[src/rtl/phtrig_pkg.sv]
package phtrig_pkg;
    localparam int DEG_HALF = 180;
    localparam int ANG_LO   = 41;
    localparam int ANG_HI   = 159;
    localparam int ANG_W    = 8;

    typedef logic [ANG_W-1:0] ang_t;

    // 0 keeps meaning "off"; anything else is held to the usable window
    function automatic ang_t limit_angle(input ang_t code);
        ang_t r;
        if (code == '0)
            r = '0;
        else if (code < ANG_W'(ANG_LO))
            r = ANG_W'(ANG_LO);
        else if (code > ANG_W'(ANG_HI))
            r = ANG_W'(ANG_HI);
        else
            r = code;
        return r;
    endfunction
endpackage

[src/rtl/sync_edge_detect.sv]
module sync_edge_detect #(
    parameter int STAGES = 2
) (
    input  logic clk,
    input  logic rst_n,
    input  logic raw_i,
    output logic edge_o
);
    localparam int SH_W = STAGES + 1;

    logic [SH_W-1:0] sh_d, sh_q;

    always_comb begin
        sh_d = {sh_q[SH_W-2:0], raw_i};
    end

    always_ff @(posedge clk or negedge rst_n) begin
        if (!rst_n) sh_q <= '0;
        else        sh_q <= sh_d;
    end

    // either polarity of transition starts a half-cycle
    assign edge_o = sh_q[SH_W-1] ^ sh_q[SH_W-2];
endmodule

[src/rtl/period_meter.sv]
module period_meter #(
    parameter int CNT_W       = 15,
    parameter int TIMEOUT_CYC = 28571,
    parameter int HALF_MIN    = 6250
) (
    input  logic             clk,
    input  logic             rst_n,
    input  logic             edge_i,
    output logic [CNT_W-1:0] half_o,
    output logic             lock_o
);
    typedef struct packed {
        logic [CNT_W-1:0] cnt;
        logic [CNT_W-1:0] half;
        logic             seen;
        logic             locked;
    } pm_t;

    pm_t st_d, st_q;
    logic [CNT_W:0] interval;

    always_comb begin
        st_d     = st_q;
        interval = {1'b0, st_q.cnt} + (CNT_W+1)'(1);
        if (st_q.cnt != CNT_W'(TIMEOUT_CYC))
            st_d.cnt = st_q.cnt + CNT_W'(1);
        if (edge_i) begin
            st_d.cnt  = '0;
            st_d.seen = 1'b1;
            if (st_q.seen && interval >= (CNT_W+1)'(HALF_MIN)) begin
                st_d.half   = interval[CNT_W-1:0];
                st_d.locked = 1'b1;
            end else begin
                st_d.locked = 1'b0;
            end
        end else if (st_q.cnt == CNT_W'(TIMEOUT_CYC - 1)) begin
            st_d.locked = 1'b0;
            st_d.seen   = 1'b0;
        end
    end

    always_ff @(posedge clk or negedge rst_n) begin
        if (!rst_n) st_q <= '0;
        else        st_q <= st_d;
    end

    assign half_o = st_q.half;
    assign lock_o = st_q.locked;
endmodule

[src/rtl/phase_pointer.sv]
module phase_pointer
    import phtrig_pkg::*;
#(
    parameter int CNT_W = 15
) (
    input  logic             clk,
    input  logic             rst_n,
    input  logic             restart_i,
    input  logic [CNT_W-1:0] half_i,
    output logic [7:0]       deg_o
);
    typedef struct packed {
        logic [CNT_W:0] acc;
        logic [7:0]     deg;
    } pp_t;

    pp_t st_d, st_q;
    logic [CNT_W:0] acc_sum;

    // fractional stepping: add 180 per clock, step a degree per half-period
    always_comb begin
        st_d    = st_q;
        acc_sum = st_q.acc + (CNT_W+1)'(DEG_HALF);
        if (restart_i) begin
            st_d.acc = '0;
            st_d.deg = '0;
        end else if (st_q.deg < 8'(DEG_HALF)) begin
            if (acc_sum >= {1'b0, half_i}) begin
                st_d.acc = acc_sum - {1'b0, half_i};
                st_d.deg = st_q.deg + 8'd1;
            end else begin
                st_d.acc = acc_sum;
            end
        end
    end

    always_ff @(posedge clk or negedge rst_n) begin
        if (!rst_n) st_q <= '0;
        else        st_q <= st_d;
    end

    assign deg_o = st_q.deg;
endmodule

[src/rtl/fire_stage.sv]
module fire_stage
    import phtrig_pkg::*;
#(
    parameter int PULSE_CYC = 33,
    parameter int PW_W      = 6
) (
    input  logic       clk,
    input  logic       rst_n,
    input  logic       restart_i,
    input  logic       lock_i,
    input  logic [7:0] deg_i,
    input  ang_t       code_i,
    output ang_t       ang_o,
    output logic       trig_n_o
);
    typedef struct packed {
        ang_t            ang;
        logic            fired;
        logic [PW_W-1:0] pcnt;
    } fs_t;

    fs_t  st_d, st_q;
    logic [7:0] target;

    always_comb begin
        st_d   = st_q;
        target = 8'(DEG_HALF) - st_q.ang;
        if (restart_i) begin
            st_d.ang   = limit_angle(code_i);
            st_d.fired = 1'b0;
        end
        if (!lock_i) begin
            st_d.pcnt = '0;
        end else if (st_q.pcnt != '0) begin
            st_d.pcnt = st_q.pcnt - PW_W'(1);
        end else if (!restart_i && st_q.ang != '0 && !st_q.fired
                     && deg_i == target) begin
            st_d.pcnt  = PW_W'(PULSE_CYC);
            st_d.fired = 1'b1;
        end
    end

    always_ff @(posedge clk or negedge rst_n) begin
        if (!rst_n) st_q <= '0;
        else        st_q <= st_d;
    end

    assign ang_o    = st_q.ang;
    assign trig_n_o = (st_q.pcnt == '0);
endmodule

[src/rtl/phase_trigger_gen.sv]
module phase_trigger_gen
    import phtrig_pkg::*;
#(
    parameter int CLK_HZ      = 1_000_000,
    parameter int PULSE_NS    = 33_000,
    parameter int TIMEOUT_HZ  = 35,
    parameter int MAX_LINE_HZ = 80,
    parameter int SYNC_STAGES = 2
) (
    input  logic       clk,
    input  logic       rst_n,
    input  logic       line_sync,
    input  logic [7:0] cond_deg,
    output logic       trig_n
);
    localparam int PULSE_RAW   = (CLK_HZ / 1000) * PULSE_NS / 1_000_000;
    localparam int PULSE_CYC   = (PULSE_RAW < 1) ? 1 : PULSE_RAW;
    localparam int PW_W        = $clog2(PULSE_CYC + 1);
    localparam int TIMEOUT_CYC = CLK_HZ / TIMEOUT_HZ;
    localparam int HALF_MIN    = CLK_HZ / (2 * MAX_LINE_HZ);
    localparam int CNT_W       = $clog2(TIMEOUT_CYC + 1);

    logic             edge_w;
    logic [CNT_W-1:0] half_w;
    logic             lock_w;
    logic [7:0]       deg_w;
    ang_t             ang_w;

    sync_edge_detect #(.STAGES(SYNC_STAGES)) u_sync (
        .clk    (clk),
        .rst_n  (rst_n),
        .raw_i  (line_sync),
        .edge_o (edge_w)
    );

    period_meter #(
        .CNT_W       (CNT_W),
        .TIMEOUT_CYC (TIMEOUT_CYC),
        .HALF_MIN    (HALF_MIN)
    ) u_meter (
        .clk    (clk),
        .rst_n  (rst_n),
        .edge_i (edge_w),
        .half_o (half_w),
        .lock_o (lock_w)
    );

    phase_pointer #(.CNT_W(CNT_W)) u_ptr (
        .clk       (clk),
        .rst_n     (rst_n),
        .restart_i (edge_w),
        .half_i    (half_w),
        .deg_o     (deg_w)
    );

    fire_stage #(.PULSE_CYC(PULSE_CYC), .PW_W(PW_W)) u_fire (
        .clk       (clk),
        .rst_n     (rst_n),
        .restart_i (edge_w),
        .lock_i    (lock_w),
        .deg_i     (deg_w),
        .code_i    (cond_deg),
        .ang_o     (ang_w),
        .trig_n_o  (trig_n)
    );
endmodule

[config.mk]
export PLATFORM = sky130hd
export DESIGN_NAME = phase_trigger_gen
export DESIGN_NICKNAME = d
export VERILOG_FILES = /design/src/rtl/phtrig_pkg.sv /design/src/rtl/sync_edge_detect.sv /design/src/rtl/period_meter.sv /design/src/rtl/phase_pointer.sv /design/src/rtl/fire_stage.sv /design/src/rtl/phase_trigger_gen.sv
export SDC_FILE = /design/constraint.sdc
export NUM_CORES = 1
export LEC_CHECK = 0
export ABC_AREA = 1
export BUFFER_PORTS_ARGS = -buffer_cell sky130_fd_sc_hd__buf_2
export CAP_MARGIN = 25
export CORE_MARGIN = 2
export CORE_UTILIZATION = 55
export CTS_CLUSTER_SIZE = 12
export DETAILED_ROUTE_END_ITERATION = 7
export PLACE_DENSITY_LB_ADDON = 0.08
export SLEW_MARGIN = 5
export SYNTH_ARGS = -nofsm -noshare
export SYNTH_HDL_FRONTEND = slang
export SYNTH_SLANG_ARGS = --single-unit
[constraint.sdc]
create_clock -name clk -period 3.5 [get_ports clk]
set_clock_uncertainty 0.2 [all_clocks]
set_input_delay 0.525 -clock clk [delete_from_list [all_inputs] [get_ports clk]]
set_output_delay 0.525 -clock clk [all_outputs]
set_load 0.02 [all_outputs]
# Yosys cells after proc, flatten, opt, wreduce, memory -nomap -nowiden
# Cells that the tools add are included.
# word_totals
wordCells,62
memories,0
mem_bits_rw,0
latchBits,0
regBits,74
rom_bits,0
out_inout_bits,1
# op_classes
bitwise_logic,1
n_shift,0
n_mul,0
magnitude_cmp,5
div,0
n_eq_ne,4
n_mux,19
n_reduce_logical,16
addsub,7
# ops
operator,count
$mux W24,2
$mux W8,4
$mux W15,2
$mux W30,1
$add A15 B1 Y16 const B,1
$add A16 B8 Y16 const B,1
$ge A16 B13 Y1 const B,1
$ge A16 B15 Y1,1
$mux W16,1
$sub A16 B15 Y16,1
$add A15 B1 Y15 const B,1
$eq A15 B15 Y1 const B,1
$ne A15 B15 Y1 const B,1
$mux W6,2
$add A8 B1 Y8 const B,1
$eq A8 B8 Y1,1
$gt A8 B8 Y1 const B,1
$logic_not A8 Y1,1
$lt A8 B6 Y1 const B,1
$lt A8 B8 Y1 const B,1
$reduce_bool A2 Y1,4
$reduce_bool A8 Y1,1
$sub A8 B8 Y8 const A,1
$mux W7,1
other kinds (10),19

# Logic depth before layout (Yosys ltp)
# depth
ltp_word,8
depth_mapped,21
ltp_nobuf,21

# Cells and area by module
# From an unflattened synthesis, not the netlist that was laid out.
# hier_totals
cells_unflattened,791
hier_area_um2,5550.3
# by_module_without_submodules
module,cells_per_inst,seq_area_each_um2,n_inst,area_each_um2
phase_pointer,377,600.6,1,2476.1
period_meter,236,800.8,1,1845.5
fire_stage,170,375.4,1,1134.8
sync_edge_detect,8,75.1,1,93.8

# Least setup slack after synthesis
# No wires, ideal clock.
# synth_path
path_type,register to register
startpoint,reg u_ptr.st_q[10] in the netlist's numbering
endpoint,reg u_ptr.st_q[11] in the netlist's numbering
required_ns,3.183
n_path_buf,1
path_slack_ns,0.649
path_stages_with_launch,22
arrival_ns,2.533
path_cell_list,dfrtp_1 > ha_1 > inv_1 > nand2_1 > nand2_1 > nand2_1 > a31o_2 > nand2_1 > inv_1 > ha_1 > nand2_1 > nor2_1 > nand3_1 > nand4_1 > nand2_1 > nand2_1 > nand2_1 > nand2_2 > buf_2 > nand2_1 > nand3_1 > nand2_1
# synth_between
elab_chain_len,5
# synth_rtl
element,line_no,text
start: declaration,phase_pointer.sv:17,"pp_t st_d, st_q;"
start signal: assignment,phase_pointer.sv:39,else st_q <= st_d;
$add A16 B8 Y16 *,phase_pointer.sv:23,acc_sum = st_q.acc + (CNT_W+1)'(DEG_HALF);
$sub A16 B15 Y16 or $ge A16 B15 Y1 (tied branches),"phase_pointer.sv:29, phase_pointer.sv:28",
$mux W16 *,phase_pointer.sv:28,"if (acc_sum >= {1'b0, half_i}) begin"
$mux W24 *,phase_pointer.sv:27,end else if (st_q.deg < 8'(DEG_HALF)) begin
$mux W24 *,phase_pointer.sv:24,if (restart_i) begin
# Mark *: on every way between the ends. The rest lies on a longest branch, timed or not. The select of a mux whose other input is x is not followed.
# A chain may end at the register's enable or synchronous reset.

# Worst setup path in the final report
# layout_path
startpoint,reg u_ptr.st_q[10] in the netlist's numbering
endpoint,reg u_ptr.st_q (netlist bit u_ptr.deg_o[7])
# layout_between
elab_chain_len,4
# layout_rtl
element,line_no
$add A16 B8 Y16,phase_pointer.sv:23
$ge A16 B15 Y1,phase_pointer.sv:28
$reduce_bool A2 Y1 (no source line),-
$reduce_and A2 Y1 (no source line),-
# No other way between the ends.

==> impl_metrics.toml <==
[final_layout]
nFillCells = 871
final_design_area_no_fill_mm2 = 0.00556
utilization_pct = 60.4
nets = 767
n_antenna_cell = 0
area_growth_pct = 6.80
drive_above_1_share_pct = 12.5
stdcell_count = 848

[yosys]
synth_area_per_cell_um2 = 7.25
yosys_warnings = 0
synth_seq_cells = 74
yosysSeqAreaShare_pct = 35.6
async_reset_ff_share_pct = 100
ys_dominant_reg_cell = "dfrtp_1"
mappedNetlistArea_mm2 = 0.00520
synthesis.nets = 753
synth_edf_count = 0
yosysUniqueCellTypes = 40
syn_inst = 718

[global_route]
gr-total-overflow = 0
grt_usage_pct = 23.1
grt_max_degree = 75
grt_pass1_wl_um = 19000
grt_antenna_before_repair = 0
grt_pass1_vias = 4146

[floorplan]
die_area_mm2 = 0.0103
io_pins = 12
die_w_um = 101
start_util_pct = 56.6
fp.dieH_um = 101
coreArea_mm2 = 0.00920
num_rows = 35

[sta]
timing_hold_violations_final = 0
fin_crit_sh_pct = 91.0
setup_viol = 0
fin_crit_ns = 3.19
drv_slew = 0
relSlewSlack_pct = 36.7
tightest_slew_ns = 0.946
timing.fmax_ghz = 0.314

[run]
cap_violations = 0

[detailed_routing]
antenna_left = 0
wirelength_um = 10800
detail_route.wl_per_cell_um = 12.8
drc = 0
first_pass_iters = 4
drt-initial-drc-count = 164
vias_per_cell = 5.19
via_count = 4399

[clock_network]
cts-root-buf = "clkbuf_8"
cts.htree.levels = 3
clk_path_buf_depth = 2
tritoncts = "yes"
numCtsBuffers = 9
clock-sinks = 74
clkSlewWorstSetupHoldPaths_ns = 0.09
clk_latency_ns = 0.35

[place]
dp_cells = 829
dpl_cell_area_mm2 = 0.00535
gp_congestion = 0.930
dp_hpwl_um = 8280
port_buffers = 11

[setup_path]
cp-end-kind = "flip-flop"
cpMaxStageDelayCell = "dfrtp_1"
crit_arrival_ns = 3.21
path_cells = "ha_1, inv_1, nand2_1, nand2_1, nand2_1, a31o_2, nand2_1, inv_1, ha_1, nand2_1, inv_1, a21oi_2, nand4_1, nand2_1, nand2_1, nand2_1, nand2_4, buf_4, a21oi_1, nor2_1"
crit_path_frequent_cell = "nand2_1"
crit_fanout = 15
crit_type = "reg -> reg"
critPathMaxStageDelay_ns = 0.43
cp.required_ns = 3.53
startpoint_type = "flip-flop"

[pwr]
p_leak_nw = 2.88
peakVddDrop_uv = 350
p_per_area_mw_per_mm2 = 737

[status]
outcome = "finished, final reports clean"

[worst_hold_path]
hold_path_class = "in -> async"
-- path summary, 6_finish.rpt --
path	startpoint	to	slack (ns)	cells after the start
setup / recovery	u_ptr.st_q[10]	u_ptr.deg_o[7]	0.31	20
hold / removal	rst_n	u_fire.st_q[2]	0.08	1
setup reg to reg	u_ptr.st_q[10]	u_ptr.deg_o[7]	0.31	20
hold reg to reg	u_sync.sh_q[0]	u_sync.sh_q[1]	0.16	0
max in group asynchronous	rst_n	u_meter.st_q[26]	2.42	1
min in group clk	line_sync	u_sync.sh_q[0]	0.08	1
-- state kept, by name, summed over array words and instances (netlist names) --
name and cells:
u_meter.st_q 16, u_ptr.st_q 16, u_meter.half_o 15, u_fire.ang_o 8, u_ptr.deg_o 8, u_fire.st_q 7
u_sync.sh_q 3, u_meter.lock_o 1
-- what timing repair did --
| action | CTS | global route |
|---|---|---|
| buffers inserted | 0 | 3 |
| resized for setup | 0 | 3 |
| hold buffers | 0 | 0 |
| endpoints found under the setup margin | 0 | 10 |
-- critical path, delay by kind of cell (launching register included) --
| family | cells | cell delay [ns] |
|---|---|---|
| buffers and inverters | 4 | 0.40 |
| DFF | 1 | 0.43 |
| adders and majority gates | 2 | 0.56 |
| AOI/OAI and AO/OA | 3 | 0.48 |
| and+or+nand+nor | 11 | 0.98 |
-- stage by stage --
step	setup slack [ns]	TNS [ns]	power, mW	hold slack [ns]
global placement	0.274	0	3.34	0.143
global route	-0.0136	-0.0164	4.50	0.0639
CTS	0.150	0	4.01	0.0704
finish	0.314	0	4.10	0.0798
floorplan	0.649	0	2.86	0.0294
detailed placement	0.159	0	3.37	0.152
-- Yosys cell counts (2+ instances only) --
cell type	instances	area share, %
or2_2	5	0.60
nand3_2	2	0.38
nand3_1	72	6.9
xor2_1	29	4.9
nor3_1	8	0.77
nand2_2	27	3.2
o31ai_1	2	0.29
dfrtp_1	74	36
clkbuf_1	7	0.51
inv_2	7	0.51
nand4_1	17	2.0
o21ai_0	20	1.9
xnor2_1	13	2.2
ha_1	23	5.5
nor3_4	2	0.63
o22ai_1	6	0.72
a31oi_1	2	0.24
nor2_1	58	4.2
nand3b_1	11	1.6
o21ai_2	3	0.51
a21oi_1	22	2.1
nor4_1	4	0.48
inv_1	99	7.1
o21ai_1	2	0.19
nand2_1	179	13
nor2_2	5	0.60
buf_2	6	0.58
-- logic make-up after synthesis --
family	Yosys count	share of synthesized area, %
flip-flops	74	35.6
AO/OA/AOI/OAI	62	6.73
buffers and inverters	122	9.40
adder cells (fa/ha/maj)	24	5.91
AND/OR/NAND/NOR	394	35.3
XOR/XNOR	42	7.07
-- report_power, final --
group / total (mW) / leakage [nW] / switching (mW) / internal [mW]
sequential: 1.08 / 0.985 / 0.111 / 0.968
clock: 0.620 / 0.0875 / 0.356 / 0.264
combinational: 2.40 / 1.80 / 1.50 / 0.900
total: 4.10 / 2.88 / 1.97 / 2.13
-- layer usage --
layer  part of all wire, %  up-vias  track usage (%)
met5                     0        -                0
met4                   2.1        0             8.21
met1                    50     1991             32.0
met2                    45       74             36.6
met3                   3.4       19             4.14
li1                      -     2315                -
-- layout make-up --
| cell class | count | area [um^2] | area share [%] |
|---|---|---|---|
| Multi-Input combinational cell | 522 | 2870 | 51.7 |
| Sequential cell | 74 | 1850 | 33.3 |
| Inverter | 106 | 398 | 7.16 |
| Tap cell | 111 | 139 | 2.50 |
| Clock buffer | 9 | 124 | 2.23 |
| Timing Repair Buffer | 19 | 118 | 2.12 |
| Clock inverter | 7 | 53.8 | 0.968 |
-- layout by cell type (no fill, tap or decap), types with 6 or more instances in the layout --
| master | synthesis | routed |
|---|---|---|
| nand2_1 | 179 | 178 |
| inv_1 | 99 | 99 |
| dfrtp_1 | 74 | 74 |
| nand3_1 | 72 | 72 |
| nor2_1 | 58 | 58 |
| xor2_1 | 29 | 29 |
| nand2_2 | 27 | 27 |
| ha_1 | 23 | 23 |
| a21oi_1 | 22 | 21 |
| o21ai_0 | 20 | 20 |
| nand4_1 | 17 | 17 |
| xnor2_1 | 13 | 13 |
| nand3b_1 | 11 | 11 |
| buf_2 | 6 | 10 |
| clkbuf_8 | 0 | 9 |
| buf_4 | 0 | 9 |
| nor3_1 | 8 | 8 |
| inv_2 | 7 | 7 |
| o22ai_1 | 6 | 6 |
No activity file was read; power rests on OpenSTA's default activity.
